<file path="src/rtl/irq_sense_pkg.sv">
`timescale 1ns/1ps
package irq_sense_pkg;

  typedef enum logic [1:0] {
    SENSE_FALL = 2'b00,
    SENSE_RISE = 2'b01,
    SENSE_LOW  = 2'b10,
    SENSE_HIGH = 2'b11
  } sense_e;

  // lowest bit of the field that belongs to pin n (pin 0 at the top)
  function automatic int field_lsb(input int n, input int fw, input int rw);
    return rw - fw * (n + 1);
  endfunction

  // ones over every implemented field, zeros over the reserved tail
  function automatic logic [63:0] field_mask(input int np, input int fw, input int rw);
    logic [63:0] m;
    m = '0;
    for (int b = 0; b < 64; b++) begin
      if (b < rw && b >= rw - np * fw) m[b] = 1'b1;
    end
    return m;
  endfunction

  // a run of matching samples is long enough once it reaches qual-1 prior hits
  function automatic logic run_qualified(input int run, input int qual);
    return run >= qual - 1;
  endfunction

endpackage

</file>
<file path="src/rtl/irq_sense_cfg.sv">
`timescale 1ns/1ps
module irq_sense_cfg #(
  parameter int NPINS   = 8,
  parameter int FIELD_W = 2,
  parameter int REG_W   = 32
) (
  input  logic                           clk,
  input  logic                           rst_n,
  input  logic                           wr_en,
  input  logic [REG_W-1:0]               wdata,
  output logic [REG_W-1:0]               rdata,
  output logic [NPINS-1:0][FIELD_W-1:0]  modes,
  output logic [NPINS-1:0]               mode_chg
);
  localparam int RSVD_W = REG_W - NPINS * FIELD_W;
  localparam logic [REG_W-1:0] MASK =
    REG_W'(irq_sense_pkg::field_mask(NPINS, FIELD_W, REG_W));

  logic [REG_W-1:0] reg_q;

  always_ff @(posedge clk or negedge rst_n) begin
    if (!rst_n)     reg_q <= '0;
    else if (wr_en) reg_q <= wdata & MASK;
  end

  assign rdata = reg_q;

  for (genvar g = 0; g < NPINS; g++) begin : g_field
    localparam int LSB = irq_sense_pkg::field_lsb(g, FIELD_W, REG_W);
    assign modes[g]    = reg_q[LSB +: FIELD_W];
    assign mode_chg[g] = wr_en && (wdata[LSB +: FIELD_W] != reg_q[LSB +: FIELD_W]);
  end

  AST_RSVD_ZERO: assert property (@(posedge clk) disable iff (!rst_n)
    rdata[RSVD_W-1:0] == '0);
  AST_WRITE_LANDS: assert property (@(posedge clk) disable iff (!rst_n)
    wr_en |=> rdata[REG_W-1:RSVD_W] == $past(wdata[REG_W-1:RSVD_W]));

endmodule

</file>
<file path="src/rtl/irq_sync.sv">
`timescale 1ns/1ps
module irq_sync #(
  parameter int WIDTH  = 8,
  parameter int STAGES = 2
) (
  input  logic             clk,
  input  logic             rst_n,
  input  logic [WIDTH-1:0] d,
  output logic [WIDTH-1:0] q
);
  logic [STAGES-1:0][WIDTH-1:0] chain;

  always_ff @(posedge clk or negedge rst_n) begin
    if (!rst_n) chain <= '0;
    else begin
      chain[0] <= d;
      for (int s = 1; s < STAGES; s++) chain[s] <= chain[s-1];
    end
  end

  assign q = chain[STAGES-1];

endmodule

</file>
<file path="src/rtl/irq_pin_detect.sv">
`timescale 1ns/1ps
module irq_pin_detect #(
  parameter int QUAL = 3
) (
  input  logic       clk,
  input  logic       rst_n,
  input  logic       smp,
  input  logic [1:0] mode,
  input  logic       mode_chg,
  input  logic       en,
  input  logic       clr,
  output logic       req
);
  import irq_sense_pkg::*;

  localparam int CNT_W = (QUAL > 2) ? $clog2(QUAL) : 1;
  localparam logic [CNT_W-1:0] RUN_MAX = CNT_W'(QUAL - 1);

  sense_e           sense;
  logic             prev_q;
  logic             edge_pend;
  logic [CNT_W-1:0] run_q;

  // named internal events
  logic rise_ev, fall_ev, edge_hit, lvl_mode, lvl_match, lvl_ok;

  assign sense     = sense_e'(mode);
  assign rise_ev   = smp && !prev_q;
  assign fall_ev   = !smp && prev_q;
  assign edge_hit  = en && (((sense == SENSE_RISE) && rise_ev) ||
                            ((sense == SENSE_FALL) && fall_ev));
  assign lvl_mode  = (sense == SENSE_LOW) || (sense == SENSE_HIGH);
  assign lvl_match = (smp == (sense == SENSE_HIGH));
  assign lvl_ok    = lvl_mode && lvl_match && run_qualified(int'(run_q), QUAL);

  always_ff @(posedge clk or negedge rst_n) begin
    if (!rst_n) prev_q <= 1'b0;
    else        prev_q <= smp;
  end

  always_ff @(posedge clk or negedge rst_n) begin
    if (!rst_n)        edge_pend <= 1'b0;
    else if (mode_chg) edge_pend <= 1'b0;
    else if (edge_hit) edge_pend <= 1'b1;
    else if (clr)      edge_pend <= 1'b0;
  end

  always_ff @(posedge clk or negedge rst_n) begin
    if (!rst_n)                         run_q <= '0;
    else if (mode_chg || !lvl_match)    run_q <= '0;
    else if (run_q < RUN_MAX)           run_q <= run_q + 1'b1;
  end

  assign req = en && (edge_pend || lvl_ok);

  AST_LVL_THREE: assert property (@(posedge clk) disable iff (!rst_n)
    lvl_ok |-> (lvl_match && $past(lvl_match) && $past(lvl_match, 2)));
  AST_EDGE_HOLD: assert property (@(posedge clk) disable iff (!rst_n)
    (edge_pend && !clr && !mode_chg) |=> edge_pend);
  AST_CHG_CLEARS: assert property (@(posedge clk) disable iff (!rst_n)
    mode_chg |=> (!edge_pend && run_q == '0));
  AST_MASKED_EDGE: assert property (@(posedge clk) disable iff (!rst_n)
    $rose(edge_pend) |-> $past(en));
  AST_CLR_DROPS: assert property (@(posedge clk) disable iff (!rst_n)
    (clr && !edge_hit) |=> !edge_pend);

endmodule

</file>
<file path="src/rtl/irq_sense_unit.sv">
`timescale 1ns/1ps
module irq_sense_unit #(
  parameter int NPINS       = 8,
  parameter int FIELD_W     = 2,
  parameter int REG_W       = 32,
  parameter int QUAL        = 3,
  parameter int SYNC_STAGES = 2
) (
  input  logic             clk,
  input  logic             rst_n,
  input  logic             cfg_wr_en,
  input  logic [REG_W-1:0] cfg_wdata,
  output logic [REG_W-1:0] cfg_rdata,
  input  logic [NPINS-1:0] pin_en,
  input  logic [NPINS-1:0] irq_pin,
  input  logic [NPINS-1:0] irq_clr,
  output logic [NPINS-1:0] irq_req
);
  logic [NPINS-1:0][FIELD_W-1:0] modes;
  logic [NPINS-1:0]              mode_chg;
  logic [NPINS-1:0]              pin_smp;

  irq_sense_cfg #(.NPINS(NPINS), .FIELD_W(FIELD_W), .REG_W(REG_W)) u_cfg (
    .clk(clk), .rst_n(rst_n), .wr_en(cfg_wr_en), .wdata(cfg_wdata),
    .rdata(cfg_rdata), .modes(modes), .mode_chg(mode_chg)
  );

  irq_sync #(.WIDTH(NPINS), .STAGES(SYNC_STAGES)) u_sync (
    .clk(clk), .rst_n(rst_n), .d(irq_pin), .q(pin_smp)
  );

  for (genvar g = 0; g < NPINS; g++) begin : g_pin
    irq_pin_detect #(.QUAL(QUAL)) u_det (
      .clk(clk), .rst_n(rst_n), .smp(pin_smp[g]), .mode(modes[g][1:0]),
      .mode_chg(mode_chg[g]), .en(pin_en[g]), .clr(irq_clr[g]),
      .req(irq_req[g])
    );
  end

  AST_DISABLED_QUIET: assert property (@(posedge clk) disable iff (!rst_n)
    (!pin_en[0] && $past(!pin_en[0])) |-> !irq_req[0]);

endmodule

</file>
<file path="config.mk">
export PLATFORM = sky130hd
export DESIGN_NAME = irq_sense_unit
export DESIGN_NICKNAME = d
export VERILOG_FILES = /design/src/rtl/irq_sense_pkg.sv /design/src/rtl/irq_sense_cfg.sv /design/src/rtl/irq_sync.sv /design/src/rtl/irq_pin_detect.sv /design/src/rtl/irq_sense_unit.sv
export SDC_FILE = /design/constraint.sdc
export NUM_CORES = 1
export LEC_CHECK = 0
export BUFFER_PORTS_ARGS = -buffer_cell sky130_fd_sc_hd__buf_2
export CORE_MARGIN = 2
export CORE_UTILIZATION = 56
export DETAILED_ROUTE_END_ITERATION = 12
export GPL_ROUTABILITY_DRIVEN = 1
export GPL_TIMING_DRIVEN = 0
export HOLD_SLACK_MARGIN = 0.12
export MAX_ROUTING_LAYER = met4
export PLACE_DENSITY_LB_ADDON = 0.08
export SLEW_MARGIN = 20
export SYNTH_ARGS = -nofsm -noshare
export SYNTH_HDL_FRONTEND = slang
export SYNTH_HIERARCHICAL = 1
export SYNTH_SLANG_ARGS = --single-unit
</file>
<file path="constraint.sdc">
create_clock -name clk -period 3.6 [get_ports clk]
set_input_delay 0.72 -clock clk [delete_from_list [all_inputs] [get_ports clk]]
set_output_delay 0.72 -clock clk [all_outputs]
set_load 0.005 [all_outputs]
</file>
; Yosys cells after proc, flatten, opt, wreduce, memory -nomap -nowiden
; Cells that the tools add are included.
; W data, S select, Z words.
[op_classes]
n_lt_le_gt_ge = 16
add_sub_neg = 8
n_reduce_logical = 152
muxes = 40
eq_ne = 40
[op_table]
columns = operator, count
row1 = $logic_and A1 B1 Y1, 72
row2 = $eq A2 B2 Y1 const B, 16
row3 = $logic_or A1 B1 Y1, 32
row4 = $mux W2, 16
row5 = $logic_not A1 Y1, 24
row6 = $mux W1, 24
row7 = $reduce_bool A3 Y1, 8
row8 = $add A2 B1 Y2 const B, 8
row9 = $eq A2 B1 Y1 const B, 8
row10 = $ge A2 B2 Y1 const B, 8
row11 = $logic_not A2 Y1, 8
row12 = $lt A2 B2 Y1 const B, 8
row13 = $ne A2 B2 Y1, 8
row14 = $reduce_bool A2 Y1, 8
row15 = $eq A1 B1 Y1, 8
[word_totals]
ff_bits = 64
input_bits = 59

; Longest topological paths before layout
[logic_depth]
ltp_word = 7
ltp_mapped = 5
ltp_nobuf = 5

; By module
; Netlist, hierarchy kept.
[by_module_without_submodules]
columns = mod, n_inst, area_each_um2, cells_each, seq_area_each_um2
row1 = irq_pin_detect, 8, 215.2, 22, 100.1
row2 = irq_sense_cfg, 1, 1112.3, 92, 400.4
row3 = irq_sync, 1, 460.4, 24, 400.4

; Least setup slack after synthesis
; OpenSTA, ideal clock, no wires.
[synth_path]
path_type = register to output
startpoint = register u_sync.chain (netlist bit u_sync/q[0])
endpoint = output irq_req[0]
arrival_time_ns = 0.941
path_stages_with_launch = 5
setup_slack_ns = 1.939
cell_sequence = dfrtp_1 > buf_4 > or2_1 > a21oi_1 > o21a_1
[synth_between]
elab_chain_len = 5
[synth_lines]
columns = element, line
row1 = start: declaration, irq_sync.sv:11  ; logic [STAGES-1:0][WIDTH-1:0] chain;
row2 = $eq A1 B1 Y1, irq_pin_detect.sv:33  ; assign lvl_match = (smp == (sense == SENSE_HIGH));
row3 = $logic_and A1 B1 Y1 (2 in series), irq_pin_detect.sv:34  ; assign lvl_ok = lvl_mode && lvl_match && run_qualified(int'(run_q), QUAL);
row4 = $logic_or A1 B1 Y1, irq_pin_detect.sv:54  ; assign req = en && (edge_pend || lvl_ok);
row5 = $logic_and A1 B1 Y1, irq_pin_detect.sv:54
row6 = end: declaration, irq_sense_unit.sv:17  ; output logic [NPINS-1:0] irq_req
; Every way passes these cells.

; Worst setup path in the final report
[layout_path]
startpoint = register g_pin[6].u_det.run_q[1]
endpoint = output irq_req[6]
[layout_between]
elab_chain_len = 4
[layout_lines]
columns = element, line
row1 = start: declaration, irq_pin_detect.sv:22  ; logic [CNT_W-1:0] run_q;
row2 = start signal: assignment, irq_pin_detect.sv:51  ; else if (run_q < RUN_MAX) run_q <= run_q + 1'b1;
row3 = $ge A2 B2 Y1, irq_sense_pkg.sv:28  ; return run >= qual - 1;
row4 = $logic_and A1 B1 Y1, irq_pin_detect.sv:34
row5 = $logic_or A1 B1 Y1, irq_pin_detect.sv:54
row6 = $logic_and A1 B1 Y1, irq_pin_detect.sv:54
; Every way passes these cells.

==> flow_metrics.env <==
export IMPL_root_buffer="clkbuf_8"
export IMPL_gr_usage_all_layers=0.1982
export IMPL_timing_rr_start="u_cfg/rdata[16]$_DFFE_PN0P_"
export IMPL_multiInputGateArea_um2=1346
export IMPL_n_antenna_cell=0
export IMPL_finalCoreUtilization=0.7019
export IMPL_fillers=455
export IMPL_layout_drive_gt1_share=0.3686
export IMPL_dieArea_um2=6512
export IMPL_placed_cells_incl_taps=445
export IMPL_finalSetupViolCount=0
export IMPL_port_buffers=65
export IMPL_p_total_mw=1.686
export IMPL_post_cts_buffers=0
export IMPL_crit_path_top_delay_cell="dfrtp_1"
export IMPL_rows=27
export IMPL_ys_seq_area_frac=0.4861
export IMPL_htree_levels=3
export IMPL_routed_wl_mm=5.582
export IMPL_pin_count=99
export IMPL_design_area_um2=3936
export IMPL_p_per_area_nw_per_um2=428.4
export IMPL_design_core_area_um2=5608
export IMPL_cts_tree="built"
export IMPL_max_freq_ghz=0.4581
export IMPL_slew_violations=0
export IMPL_finalHoldViolCount=0
export IMPL_finalSetupTns_ps=0
export IMPL_placedInstanceArea_um2=3789
export IMPL_r2r_cells=4
export IMPL_synth_avg_cell_area_um2=11.28
export IMPL_grt_pass1_vias=2173
export IMPL_fin_crit_sh=0.6064
export IMPL_clkLatencyLatePin_ps=330
export IMPL_peakVddDrop_v=0.0002616
export IMPL_synthTopCellsByArea="dfrtp_1 49%, buf_4 9.1%, mux2_4 5.5%"
export IMPL_min_period_ps=2183
export IMPL_synth_flop_cell="dfrtp_1"
export IMPL_start_util=0.5875
export IMPL_fp_dieH_um=80.70
export IMPL_post_drt_wl_per_cell_um=12.13
export IMPL_drc_errors=0
export IMPL_via_count=2222
export IMPL_synth_edff_count=0
export IMPL_critical_path_class="reg2out"
export IMPL_min_path_type="in2async"
export IMPL_vias_per_cell=4.830
export IMPL_worst_ep_required_time_ps=2880
export IMPL_grt_pass1_wl_mm=9.397
export IMPL_slowest_delay_ps=420
export IMPL_seq_area_um2=1602
export IMPL_max_cap_violations=0
export IMPL_leakagePower_nw=2.007
export IMPL_yosysTopAreaCellShare=0.4861
export IMPL_rsz0062_at_grt="false"
export IMPL_arrival_ps=1460
export IMPL_crit_start="g_pin[6].u_det/run_q[1]$_DFFE_PN0P_"
export IMPL_yosysWarningCount=6
export IMPL_skew_ps=4.053
export IMPL_rrSetupSlack_ps=2220
export IMPL_synth_distinct_cells=23
export IMPL_numCtsBuffers=9
export IMPL_netlist_area_um2=3294
export IMPL_rr_endpoint="g_pin[7].u_det/edge_pend$_DFFE_PN0P_"
export IMPL_path_cells="ha_1 > o21ai_0 > a21oi_1 > o21a_1 > buf_2"
export IMPL_yosys_area_top_type="dfrtp_1"
export IMPL_clock_sinks=64
export IMPL_postSynth_asyncResetShare=1.000
export IMPL_area_delta_synth_final_pct=19.48
export IMPL_end_kind="primary output"
export IMPL_outcome="finished, final reports clean"
export IMPL_dpl_hpwl_mm=4.049
export IMPL_synthCells=292
export IMPL_path_clk_slew_ps=60
export IMPL_grt_max_degree=36
export IMPL_instances_no_fill=460
export IMPL_yosys_top_cells_count="64 x dfrtp_1, 40 x buf_4, 24 x a21oi_1"
export IMPL_final_antenna_net_count=0
export IMPL_drtIter0Drc=69
export IMPL_die_w_um=80.70
export IMPL_ctsHoldBuffers=0
export IMPL_nNetsFinal=451
export IMPL_antenna_found_initial=0
export IMPL_post_cts_resized=0
export IMPL_overflow=0
export IMPL_path_max_fanout=4
export IMPL_start_kind="flip-flop"
export IMPL_place_congestion=0.7795
export IMPL_drtPass1Iterations=4
export IMPL_synth_seq_cells=64
export IMPL_clockBufferDepth=2
export IMPL_post_synth_top_count_cell="dfrtp_1"
==> flip-flops by register name, summed over array words and instances, names as in the netlist <==
name                   count
g_pin.u_det/edge_pend      8
g_pin.u_det/prev_q         8
u_sync/chain               8
g_pin.u_det/run_q         16
u_cfg/rdata               16
u_sync/q                   8
==> stage by stage <==
step           hold slack [ps]  worst slack [ps]
3_3_place_gp             331.4              1568
5_1_grt                  325.7              1310
2_1_floorplan            331.2              1939
6_report                 311.9              1417
3_5_place_dp             335.5              1764
4_1_cts                  317.3              1396
==> layout by cell type, fill, tap and decap left out <==
master / instances
a21boi_0: 8
nand2_1: 8
and3_2: 8
nor3b_1: 8
buf_4: 41
nor2_1: 16
o21ai_0: 8
a31o_1: 8
clkinv_2: 1
o21a_1: 8
ha_1: 8
clkbuf_8: 9
xnor2_1: 16
buf_12: 2
mux2i_1: 8
xor2_1: 8
mux2_4: 12
mux2_2: 4
conb_1: 16
inv_1: 16
clkbuf_1: 5
dfrtp_1: 64
a21oi_1: 24
buf_2: 64
o21bai_1: 8
or2_1: 8
buf_6: 2
==> area by class of cell <==
class                      count  area share
sequential                    64      0.4069
multi-input combinational    184      0.3420
timing repair buffer          66     0.08837
buffer                        43     0.08709
clock buffer                  14     0.03624
tap                           72     0.02289
inverter                      16     0.01526
clock inverter                 1    0.001271
==> how the worst max path moves through the flow <==
stage / end / slack (ps) / depth (start not counted)
global placement: g_pin[2].u_det/edge_pend$_DFFE_PN0P_ / 1570 / 1
CTS: irq_req[3] / 1400 / 5
floorplan: irq_req[0] / 1940 / 4
detailed placement: irq_req[6] / 1760 / 5
finish: irq_req[6] / 1420 / 5
global route: irq_req[5] / 1310 / 6
==> power by group <==
group          leakage [nW]  switching (mW)  internal [mW]
sequential            0.790          0.0697          0.788
clock                0.0745           0.245          0.246
combinational          1.14           0.143          0.194
total                  2.01           0.458           1.23
==> routing by layer <==
layer / routed length [µm] / vias up / share of wire / global-route usage
li1: - / 1119 / - / -
met1: 2548 / 1036 / 0.46 / 0.2376
met2: 2626 / 57 / 0.47 / 0.3158
met3: 301 / 10 / 0.054 / 0.04494
met4: 105 / 0 / 0.019 / 0.1000
met5: 0 / - / 0 / -
==> logic make-up (layout without fill, tap and decap cells) <==
kind of cell / after synthesis / count (layout) / synth area share
other cells: 1 / 16 / 0.001138
fa+ha+maj: 8 / 8 / 0.03038
xor+xnor: 24 / 24 / 0.06381
buf+inv: 59 / 140 / 0.1223
compound gates: 64 / 64 / 0.1246
flops: 64 / 64 / 0.4861
simple gates: 48 / 48 / 0.07900
mux: 24 / 24 / 0.09267
==> critical path: cells and delay by family, from the launching register on <==
family          cells  cell delay, ps
fa+ha+maj           1             190
buf+inv             1             120
flops               1             420
compound gates      3             400
No activity file was read; power rests on OpenSTA's default activity.
